## src/rtl/slotdec_pkg.sv

```systemverilog
package slotdec_pkg;

  // A code is live when it is nonzero, fitted, and below the reserved range.
  function automatic logic slot_is_live(input int unsigned code,
                                        input int unsigned populated,
                                        input int unsigned first_rsv);
    return (code != 0) && (code <= populated) && (code < first_rsv);
  endfunction

  // Lockout: cleared by a released acknowledge, set by a strobe start under grant.
  function automatic logic lock_next(input logic lock_q,
                                     input logic ack_n,
                                     input logic strobe_fall);
    return ack_n ? 1'b0 : (lock_q | strobe_fall);
  endfunction

endpackage

```

## src/rtl/byp_addr_capture.sv

```systemverilog
module byp_addr_capture #(
  parameter int W = 4
) (
  input  logic         clk,
  input  logic         rst,
  input  logic         ack_n,
  input  logic [W-1:0] d,
  output logic [W-1:0] q
);

  always_ff @(posedge clk) begin
    if (rst)        q <= '0;
    else if (ack_n) q <= d;
  end

  // Held while the arbiter grants
  assert_latch_hold_R8: assert property (@(posedge clk) disable iff (rst)
    (!$past(rst) && !$past(ack_n)) |-> $stable(q));

  // Follows while the arbiter is idle
  assert_latch_follow_R8: assert property (@(posedge clk) disable iff (rst)
    (!$past(rst) && $past(ack_n)) |-> (q == $past(d)));

endmodule

```

## src/rtl/slot_field_decode.sv

```systemverilog
module slot_field_decode #(
  parameter int FW        = 4,
  parameter int POPULATED = 12,
  parameter int FIRST_RSV = 13
) (
  input  logic [FW-1:0]       code,
  output logic [(1<<FW)-1:0]  hit,
  output logic                live
);
  import slotdec_pkg::*;

  localparam int SLOTS = 1 << FW;

  generate
    for (genvar i = 0; i < SLOTS; i++) begin : g_slot
      localparam logic LIVE_I = slot_is_live(i, POPULATED, FIRST_RSV);
      assign hit[i] = LIVE_I && (code == FW'(i));
    end
  endgenerate

  assign live = |hit;

endmodule

```

## src/rtl/byp_handshake.sv

```systemverilog
module byp_handshake (
  input  logic clk,
  input  logic rst,
  input  logic as_n,
  input  logic ack_n,
  input  logic live,
  output logic req_n,
  output logic grant,
  output logic lock
);
  import slotdec_pkg::*;

  logic strb_prev_n;
  logic strobe_fall;
  logic lock_q;
  logic lock_d;
  logic req_n_q;
  logic req_on_d;

  assign strobe_fall = strb_prev_n & ~as_n;
  assign lock_d      = lock_next(lock_q, ack_n, strobe_fall);
  assign req_on_d    = ~as_n & live & ~lock_d;

  always_ff @(posedge clk) begin
    if (rst) begin
      strb_prev_n <= 1'b1;
      lock_q      <= 1'b0;
      req_n_q     <= 1'b1;
    end else begin
      strb_prev_n <= as_n;
      lock_q      <= lock_d;
      req_n_q     <= ~req_on_d;
    end
  end

  assign req_n = req_n_q;
  assign lock  = lock_q;
  assign grant = ~ack_n & ~req_n_q & ~lock_q;

  assert_req_release_R9: assert property (@(posedge clk) disable iff (rst)
    $past(as_n) |-> req_n);

  assert_lock_blocks_R10: assert property (@(posedge clk) disable iff (rst)
    lock_q |-> (req_n && !grant));

  assert_lock_clears_R10: assert property (@(posedge clk) disable iff (rst)
    $past(ack_n) |-> !lock_q);

endmodule

```

## src/rtl/slot_select_decoder.sv

```systemverilog
module slot_select_decoder #(
  parameter int FIELD_LSB = 21,
  parameter int FIELD_MSB = 24,
  parameter int POPULATED = 12,
  parameter int FIRST_RSV = 13
) (
  input  logic                                      clk,
  input  logic                                      rst,
  input  logic [FIELD_MSB:FIELD_LSB]                paddr_i,
  input  logic                                      as_n_i,
  input  logic                                      byp_ack_n_i,
  output logic                                      byp_req_n_o,
  output logic [(1<<(FIELD_MSB-FIELD_LSB+1))-1:0]   slot_sel_n_o
);

  localparam int FW    = FIELD_MSB - FIELD_LSB + 1;
  localparam int SLOTS = 1 << FW;

  logic [FW-1:0]    code_q;
  logic [SLOTS-1:0] hit;
  logic             live;
  logic             grant;
  logic             lock;

  byp_addr_capture #(.W(FW)) u_cap (
    .clk   (clk),
    .rst   (rst),
    .ack_n (byp_ack_n_i),
    .d     (paddr_i),
    .q     (code_q)
  );

  slot_field_decode #(.FW(FW), .POPULATED(POPULATED), .FIRST_RSV(FIRST_RSV)) u_dec (
    .code (code_q),
    .hit  (hit),
    .live (live)
  );

  byp_handshake u_hs (
    .clk   (clk),
    .rst   (rst),
    .as_n  (as_n_i),
    .ack_n (byp_ack_n_i),
    .live  (live),
    .req_n (byp_req_n_o),
    .grant (grant),
    .lock  (lock)
  );

  assign slot_sel_n_o = ~(hit & {SLOTS{grant}});

  assert_one_line_R1: assert property (@(posedge clk) disable iff (rst)
    $onehot0(~slot_sel_n_o));

  assert_reset_quiet_R2: assert property (@(posedge clk)
    $past(rst) |-> (byp_req_n_o && (&slot_sel_n_o)));

  assert_idle_code_R3: assert property (@(posedge clk) disable iff (rst)
    ($past(code_q) == '0) |-> (byp_req_n_o && slot_sel_n_o[0]));

  assert_reserved_code_R4: assert property (@(posedge clk) disable iff (rst)
    (int'($past(code_q)) >= FIRST_RSV) |-> byp_req_n_o);

  assert_unfitted_code_R5: assert property (@(posedge clk) disable iff (rst)
    (int'($past(code_q)) > POPULATED) |-> byp_req_n_o);

  assert_sel_needs_ack_R7: assert property (@(posedge clk) disable iff (rst)
    (~slot_sel_n_o != '0) |-> !byp_ack_n_i);

  assert_lock_quiet_R10: assert property (@(posedge clk) disable iff (rst)
    lock |-> (&slot_sel_n_o));

endmodule

```

## config.mk

```make
export PLATFORM = sky130hd
export DESIGN_NAME = slot_select_decoder
export DESIGN_NICKNAME = d
export VERILOG_FILES = /design/src/rtl/slotdec_pkg.sv /design/src/rtl/byp_addr_capture.sv /design/src/rtl/slot_field_decode.sv /design/src/rtl/byp_handshake.sv /design/src/rtl/slot_select_decoder.sv
export SDC_FILE = /design/constraint.sdc
export NUM_CORES = 1
export LEC_CHECK = 0
export BUFFER_PORTS_ARGS = -buffer_cell sky130_fd_sc_hd__buf_2
export CORE_AREA = 2 2 39 41
export CTS_CLUSTER_DIAMETER = 200
export DETAILED_ROUTE_END_ITERATION = 7
export DIE_AREA = 0 0 41 43
export PLACE_DENSITY = 0.58
export SLEW_MARGIN = 40
export SYNTH_ARGS = -nofsm -noshare
export SYNTH_HDL_FRONTEND = slang
export SYNTH_SLANG_ARGS = --single-unit
```

## constraint.sdc

```tcl
create_clock -name clk -period 1.6 [get_ports clk]
set_input_delay 0.16 -clock clk [delete_from_list [all_inputs] [get_ports clk]]
set_output_delay 0.16 -clock clk [all_outputs]
set_load 0.01 [all_outputs]
```

==> metrics, run 1 <==
FF-to-FF setup slack=520 ps; register area share after synthesis=0.334; Place WS=403 ps; Yosys top cell by area=dfxtp_1; setup TNS=0 ps; WS Path Type=reg -> out; std cell rows=14; Mean Syn Cell Area=8.38 um2; Crit Path Max Fanout=7; first-pass GRT wire length=1350 um; commonest non-fill, non-tap cell in the layout=buf_2; vias post-DR=421; Worst Hold Class=in -> reg; Reg2Reg Depth=2; area share of the largest cell type after synthesis=0.334; die height=~43 um; Starting Density=0.303; worst setup margin=155 ps; most frequent cells in the layout=buf_2, nand3_1, nor2_1, dfxtp_1; Worst Hold End=u_hs.strb_prev_n; drt total wl=between 900 and 1000 um; clk_lat worst skew=~250 ps; total grt overflow=0; post-cts sizing count=0; max cap viols=0; Final setup viols=0; Placer Congestion=approximately 0.67; hold depth=2; Final Util=0.380; Period minus WS final=1450 ps; synthesized area=419 um2; TritonCTS buffer count=3; IO buf count=20; Seq cells post-synth=7; Area contributors post-synth=dfxtp_1, nand3_1, mux2i_1; hold path start=as_n_i; clock skew=between 2 and 2.5 ps; Worst Path Arrival=1290 ps; Initial DRT Pass Iterations=4; Filler cells=165; Sink Count=7; crit share post-route=0.903; Crit. End Element=output pin; clk root buf=clkbuf_4; # hold bufs at CTS=0; Placed Cells=82; pin count of the biggest net entering global routing=10; Layout Nets=just under 80; DR DRC count=0; Worst VDD drop=300 uV; Pleak=about 0.00021 uW; CTS tree=yes; Startpoint Class=register; Synth Instances=50; DIE AREA=1760 um2; Inserted Diodes=0; Routed wire per std cell=roughly 11 um; Total GRT Usage=0.115; Slew Limit Fails=0; vias per cell=just under 5; post-route ant nets=0; reg-to-reg critical path endpoint=u_hs.req_n; die width=41 um; unrepaired setup endpoints after global routing=no; vias in the first global route=approximately 320; CTS Buffer Depth=2; Layout Area Growth over Synthesis=25.4%; htree depth=1; unique cell type count in the Yosys netlist=19; Max Freq=692 MHz; Starting DRT DRC Count=2; WP data required=about 1400 ps; DP HPWL=722 um; antenna violations before repair=0; power density cells=about 800 nW/um2; core area=roughly 1400 um2; layout cell share with drive strength beyond 1=0.371; # IOs=25; status=completed; clk slew on worst S/H paths=50 ps; Syn. warnings=0; Final Non-Filler Cells=86; Reg-to-Reg Start=u_cap.q[0]; Hold Fails Final Rpt=0; postcts setup bufs=0
-- flip-flops by register name, indices dropped and copies added, names as in the netlist --
| name | count |
|---|---|
| u_hs.lock | 1 |
| u_cap.q | 4 |
| u_hs.strb_prev_n | 1 |
| u_hs.req_n | 1 |
-- logic make-up after synthesis --
family | after synthesis | share of synthesized area
other | 1 | 0.00895
AOI/OAI and AO/OA | 3 | 0.0538
buffers and inverters | 7 | 0.122
muxes | 4 | 0.0955
and+or+nand+nor | 28 | 0.385
DFF | 7 | 0.334
-- layout make-up --
class / count / area (um2) / share of cell area
multi-input combinational: 39 / 239 / 0.455
sequential: 7 / 140 / 0.267
timing repair buffer: 20 / 100 / 0.190
clock buffer: 4 / 26.3 / 0.0500
tap: 16 / 20.0 / 0.0381
-- where the power goes --
part,total [uW],internal (uW),switching (uW)
sequential,198,184,13.9
combinational,53.5,23.7,29.8
clock,160,95.1,64.6
-- cells in the mapped netlist --
cell type and instances:
nor2_1 7, mux2i_1 4, o211ai_1 1, o21a_1 1
nor3b_2 1, and2b_1 1, conb_1 1, nor2b_1 3
nand3_1 9, o21bai_1 1, buf_6 1, nand4_1 3
nor3_2 1, nand4b_1 1, dfxtp_1 7, or2_2 1
buf_2 2, or4_1 1, buf_4 4
-- worst max-delay path, stage by stage (launching register included) --
cell,delay [ps]
dfxtp_1,340
nor3_2,390
nand4_1,140
buf_2,160
-- metrics by stage --
stage | instance area [um2] | power, uW | hold WS [ps]
after floorplan | 430 | 247 | 232
after global placement | 499 | 254 | 382
after detailed placement | 499 | 255 | 396
after CTS | 526 | 421 | 127
after global routing | 526 | 435 | 148
final | 526 | 411 | 143
-- worst max path at each step --
| stage | from | to | slack (ps) | cells past startpoint |
|---|---|---|---|---|
| after global placement | u_cap.q[2] | slot_sel_n_o[11] | 430 | 3 |
| after detailed placement | u_cap.q[2] | slot_sel_n_o[11] | 400 | 3 |
| after global routing | u_cap.q[2] | slot_sel_n_o[1] | 70 | 3 |
| final | u_cap.q[2] | slot_sel_n_o[11] | 150 | 3 |
| after CTS | u_cap.q[2] | slot_sel_n_o[11] | 120 | 3 |
| after floorplan | u_cap.q[0] | u_hs.req_n | 560 | 3 |
-- layer usage --
metal  up-vias  wire length (um)  track usage
li1        208                 -            -
met1       193               389        0.137
met4         0                 0       0.0800
met5         -                 0            0
met3         0                72       0.0314
met2        20               457        0.169
Note: power is estimated with default switching activity, not from simulation.
==> run 2: changes to the inputs <==
PLACE_DENSITY = 0.71   (was 0.58)
==> run 2 against run 1 <==
Net effect:
- sequential cell count is the same
- core utilization is the same
- via count shrank 2.4%
- maximum frequency grew 0.81%
- critical path depth is the same
- total power shrank 0.11%
- critical path type unchanged
- critical endpoint unchanged
- largest cell class unchanged
- highest routed layer unchanged
==> metrics, run 2 (synthesized netlist as in run 1, its figures left out) <==
Final setup viols=0; drt total wl=just under 900 um; DIE AREA=1760 um2; CTS Buffer Depth=2; Layout Area Growth over Synthesis=25.4%; Max Freq=697 MHz; Period minus WS final=about 1400 ps; status=completed; Reg2Reg Depth=2; pin count of the biggest net entering global routing=10; Worst VDD drop=282 uV; Placer Congestion=between 0.6 and 0.7; Routed wire per std cell=roughly 10 um; Total GRT Usage=0.110; Crit. End Element=output pin; vias in the first global route=297; M2 GR Usage=0.159; clock skew=0.491 ps; Starting Density=0.303; commonest non-fill, non-tap cell in the layout=buf_2; # hold bufs at CTS=0; Worst Hold End=u_hs.strb_prev_n; DP HPWL=683 um; # IOs=25; Sink Count=7; antenna violations before repair=0; total power=411 uW; total grt overflow=0; reg-to-reg critical path endpoint=u_hs.req_n; post-route ant nets=0; clk_lat worst skew=~250 ps; WS Path Type=reg -> out; crit share post-route=0.896; GRT Max-Usage Layer=met2; postcts setup bufs=0; CTS tree=yes; TritonCTS buffer count=3; most frequent cells in the layout=buf_2, nand3_1, nor2_1, dfxtp_1; DR DRC count=0; post-cts sizing count=0; IO buf count=20; final instance area=526 um2; core area=about 1400 um2; htree depth=1; Inserted Diodes=0; Hold Fails Final Rpt=0; M3 GR Usage=0.0471; setup TNS=0 ps; number of flip-flops in the largest register=4; Startpoint Class=register; Initial DRT Pass Iterations=4; Starting DRT DRC Count=11; max cap viols=0; first-pass GRT wire length=1240 um; Slew Limit Fails=0; die width=about 40 um; power density cells=782 nW/um2; FF-to-FF setup slack=540 ps; std cell rows=14; WP data required=1440 ps; unrepaired setup endpoints after global routing=no; clk root buf=clkbuf_4; vias post-DR=411; layout cell share with drive strength beyond 1=0.371; vias per cell=4.78; clk slew on worst S/H paths=50 ps; Pleak=0.000213 uW; Crit Path Max Fanout=7; die height=43 um; met1 GRT Util=0.110; DP Area=499 um2; Reg-to-Reg Start=u_cap.q[0]; hold depth=2; Layout Nets=79; most flop-heavy register=u_cap.q; hold path start=as_n_i; Worst Path Arrival=1270 ps; Worst Hold Class=in -> reg
-- run 2: metrics by stage --
step	setup WS, ps	hold WS [ps]	std cells	util
3_3_place_gp	485	380	82	0.361
4_1_cts	162	126	86	0.380
6_report	166	127	86	0.380
5_1_grt	73.7	122	86	0.380
2_1_floorplan	555	232	53	-
3_5_place_dp	445	387	82	0.361
-- run 2: worst max path at each step --
stage          startpoint               end  slack, ps  cells past startpoint
2_1_floorplan  u_cap.q[0]        u_hs.req_n        560                      3
3_3_place_gp    u_hs.lock  slot_sel_n_o[11]        480                      3
3_5_place_dp   u_cap.q[2]  slot_sel_n_o[11]        450                      3
4_1_cts        u_cap.q[2]  slot_sel_n_o[11]        160                      3
5_1_grt        u_cap.q[2]   slot_sel_n_o[1]         70                      3
6_report       u_cap.q[2]  slot_sel_n_o[11]        170                      3
-- run 2: power breakdown --
group / switching [uW] / internal, uW / leakage [uW] / total [uW]
clock: 64.9 / 95.1 / 0.0000150 / 160
combinational: 29.9 / 23.7 / 0.000141 / 53.5
sequential: 13.0 / 184 / 0.0000578 / 197
total: 108 / 303 / 0.000213 / 411
-- run 2: cell type report --
class / count / area [um2]
repair buffers: 20 / 100
well taps: 16 / 20.0
clock buffers: 4 / 26.3
flip-flops and latches: 7 / 140
multi-input cells: 39 / 239
fillers: 150 / 858
-- run 2: metal layers --
layer | wire, um | vias to the layer above
met1 | 389 | 187
li1 | - | 208
met5 | 0 | -
met4 | 0 | 0
met2 | 393 | 16
met3 | 83 | 0
-- run 2: worst max-delay path, stage by stage (launching register included) --
cell	delay (ps)
dfxtp_1	340
nor3_2	370
nand4_1	150
buf_2	160
==> run 3: changes to the inputs <==
PLACE_DENSITY = 0.66   (was 0.71)
SYNTH_HIERARCHICAL = 1   (was default)
==> run 3 against run 2 <==
Net effect:
- sequential cell count stayed put
- largest power group unchanged
- clock power is 3% lower
- total power is 0.54% higher
- via count is 15% higher
- combinational power is 9.3% higher
- core utilization is 4.7 points higher
- routed wire length is 6.9% higher
- die area stayed put
- worst setup slack worse by 41 ps
- global-route usage is 1.5 points higher
- largest cell class unchanged
==> metrics, run 3 <==
status=completed; htree depth=1; unrepaired setup endpoints after global routing=no; area share of the largest cell type after synthesis=0.292; Final setup viols=0; layout cell share with drive strength beyond 1=0.322; postcts setup bufs=0; clk root buf=clkbuf_4; final instance area=591 um2; Inserted Diodes=0; Max Freq=between 600 and 700 MHz; setup TNS=0 ps; Post-synth ARST share=0; vias post-DR=471; Routed wire per std cell=8.74 um; clock skew=1.24 ps; register area share after synthesis=0.292; most flop-heavy register=u_cap/q; unique cell type count in the Yosys netlist=18; total grt overflow=0; Starting Density=0.346; # hold bufs at CTS=0; Area contributors post-synth=dfxtp_1, nand2_1, nor2_1; Layout Area Growth over Synthesis=23.2%; Hold Fails Final Rpt=0; CTS Buffer Depth=2; Pleak=0.000240 uW; die width=just over 40 um; post-cts sizing count=0; DR DRC count=0; IO buf count=20; most numerous cell in the Yosys netlist=nand2_1; Syn. warnings=6; pin count of the biggest net entering global routing=12; Worst Hold Class=in -> reg; Starting DRT DRC Count=15; crit share post-route=0.922; std cell rows=14; power density cells=700 nW/um2; Startpoint Class=register; core area=1380 um2; vias in the first global route=~380; Filler cells=151; # IOs=25; clk slew on worst S/H paths=50 ps; Final Non-Filler Cells=106; commonest cells in the netlist=nand2_1, nor2_1, dfxtp_1, nor3_1; Yosys top cell by area=dfxtp_1; commonest non-fill, non-tap cell in the layout=buf_2; Reg-to-Reg Start=u_cap/q[0]; antenna violations before repair=0; drt total wl=926 um; most frequent cells in the layout=buf_2, nand2_1, nor2_1; Worst VDD drop=between 300 and 400 uV; Worst Path Arrival=1310 ps; Crit Path Max Fanout=9; Post-synth EDFFs=0; number of flip-flops in the largest register=4; DP HPWL=720 um; Period minus WS final=1470 ps; hold path start=as_n_i; WS Path Type=reg -> out; Synth Instances=68; Slew Limit Fails=0; DIE AREA=1760 um2; clk_lat worst skew=about 250 ps; WP data required=1440 ps; DP Area=564 um2; synthesized area=479 um2; minimum hold slack=approximately 120 ps; Sink Count=7; CTS tree=yes; Worst Setup SP=u_cap/q[0]; total power=a little over 400 uW; die height=43 um; vias per cell=4.44; dominant synthesized flop cell=dfxtp_1; Mean Syn Cell Area=7.05 um2; post-route ant nets=0; Layout Nets=99; max cap viols=0; Seq cells post-synth=7; Total GRT Usage=0.125; Initial DRT Pass Iterations=4; Placer Congestion=0.706; first-pass GRT wire length=approximately 1400 um; TritonCTS buffer count=3; Crit. End Element=output pin; Placed Cells=just over 100
## run 3: cell types whose count changed after synthesis, moves of 2 or more
cell / change
nand2_1: +15
nand2b_1: +3
nand2_2: +3
buf_2: -2
nand4_1: -3
nor2b_1: -2
nor3_1: +7
nand3_1: -9
nor2_1: +7
## run 3: stage by stage
step	utilization	setup slack, ps
after detailed placement	0.408	389
after global placement	0.408	411
after floorplan	-	500
after global routing	0.427	22.4
after CTS	0.427	114
final	0.427	125
## run 3: cell families after synthesis
group	after synthesis	share of synthesized area
simple gates	45	0.423
buf+inv	8	0.146
compound gates	3	0.0470
flops	7	0.292
other cells	1	0.00783
mux	4	0.0836
## run 3: report_power, final
| part | leakage (uW) | total [uW] | switching, uW | internal (uW) |
|---|---|---|---|---|
| Combinational | 0.000167 | 58.5 | 30.6 | 27.9 |
| Clock | 0.0000150 | 156 | 61.4 | 94.9 |
| Sequential | 0.0000578 | 198 | 13.9 | 184 |
## run 3: final timing paths
check	cells after the start	to	slack (ps)
setup reg to reg	3	u_hs/req_n	440
hold / removal	3	u_hs/strb_prev_n	120
setup / recovery	4	slot_sel_n_o[1]	130
hold reg to reg	1	u_hs/lock	530
## run 3: layer usage
metal	GRT usage	routed length (um)	up-vias
met2	0.178	398	22
met4	0.100	0	0
met3	0.0314	80	0
met1	0.149	447	196
met5	0	0	-
li1	-	-	253
## run 3: cell type report
class / instances / area [um2] / area share
well taps: 16 / 20.0 / 0.0339
repair buffers: 22 / 115 / 0.195
flip-flops and latches: 7 / 140 / 0.237
multi-input cells: 56 / 285 / 0.483
clock buffers: 4 / 26.3 / 0.0445
inverters: 1 / 3.75 / 0.00636
## run 3: worst max-delay path: stages (launching register included)
cell and delay, ps:
dfxtp_1 450, or2b_1 290, nor3_1 140, nand2_1 60
buf_2 130
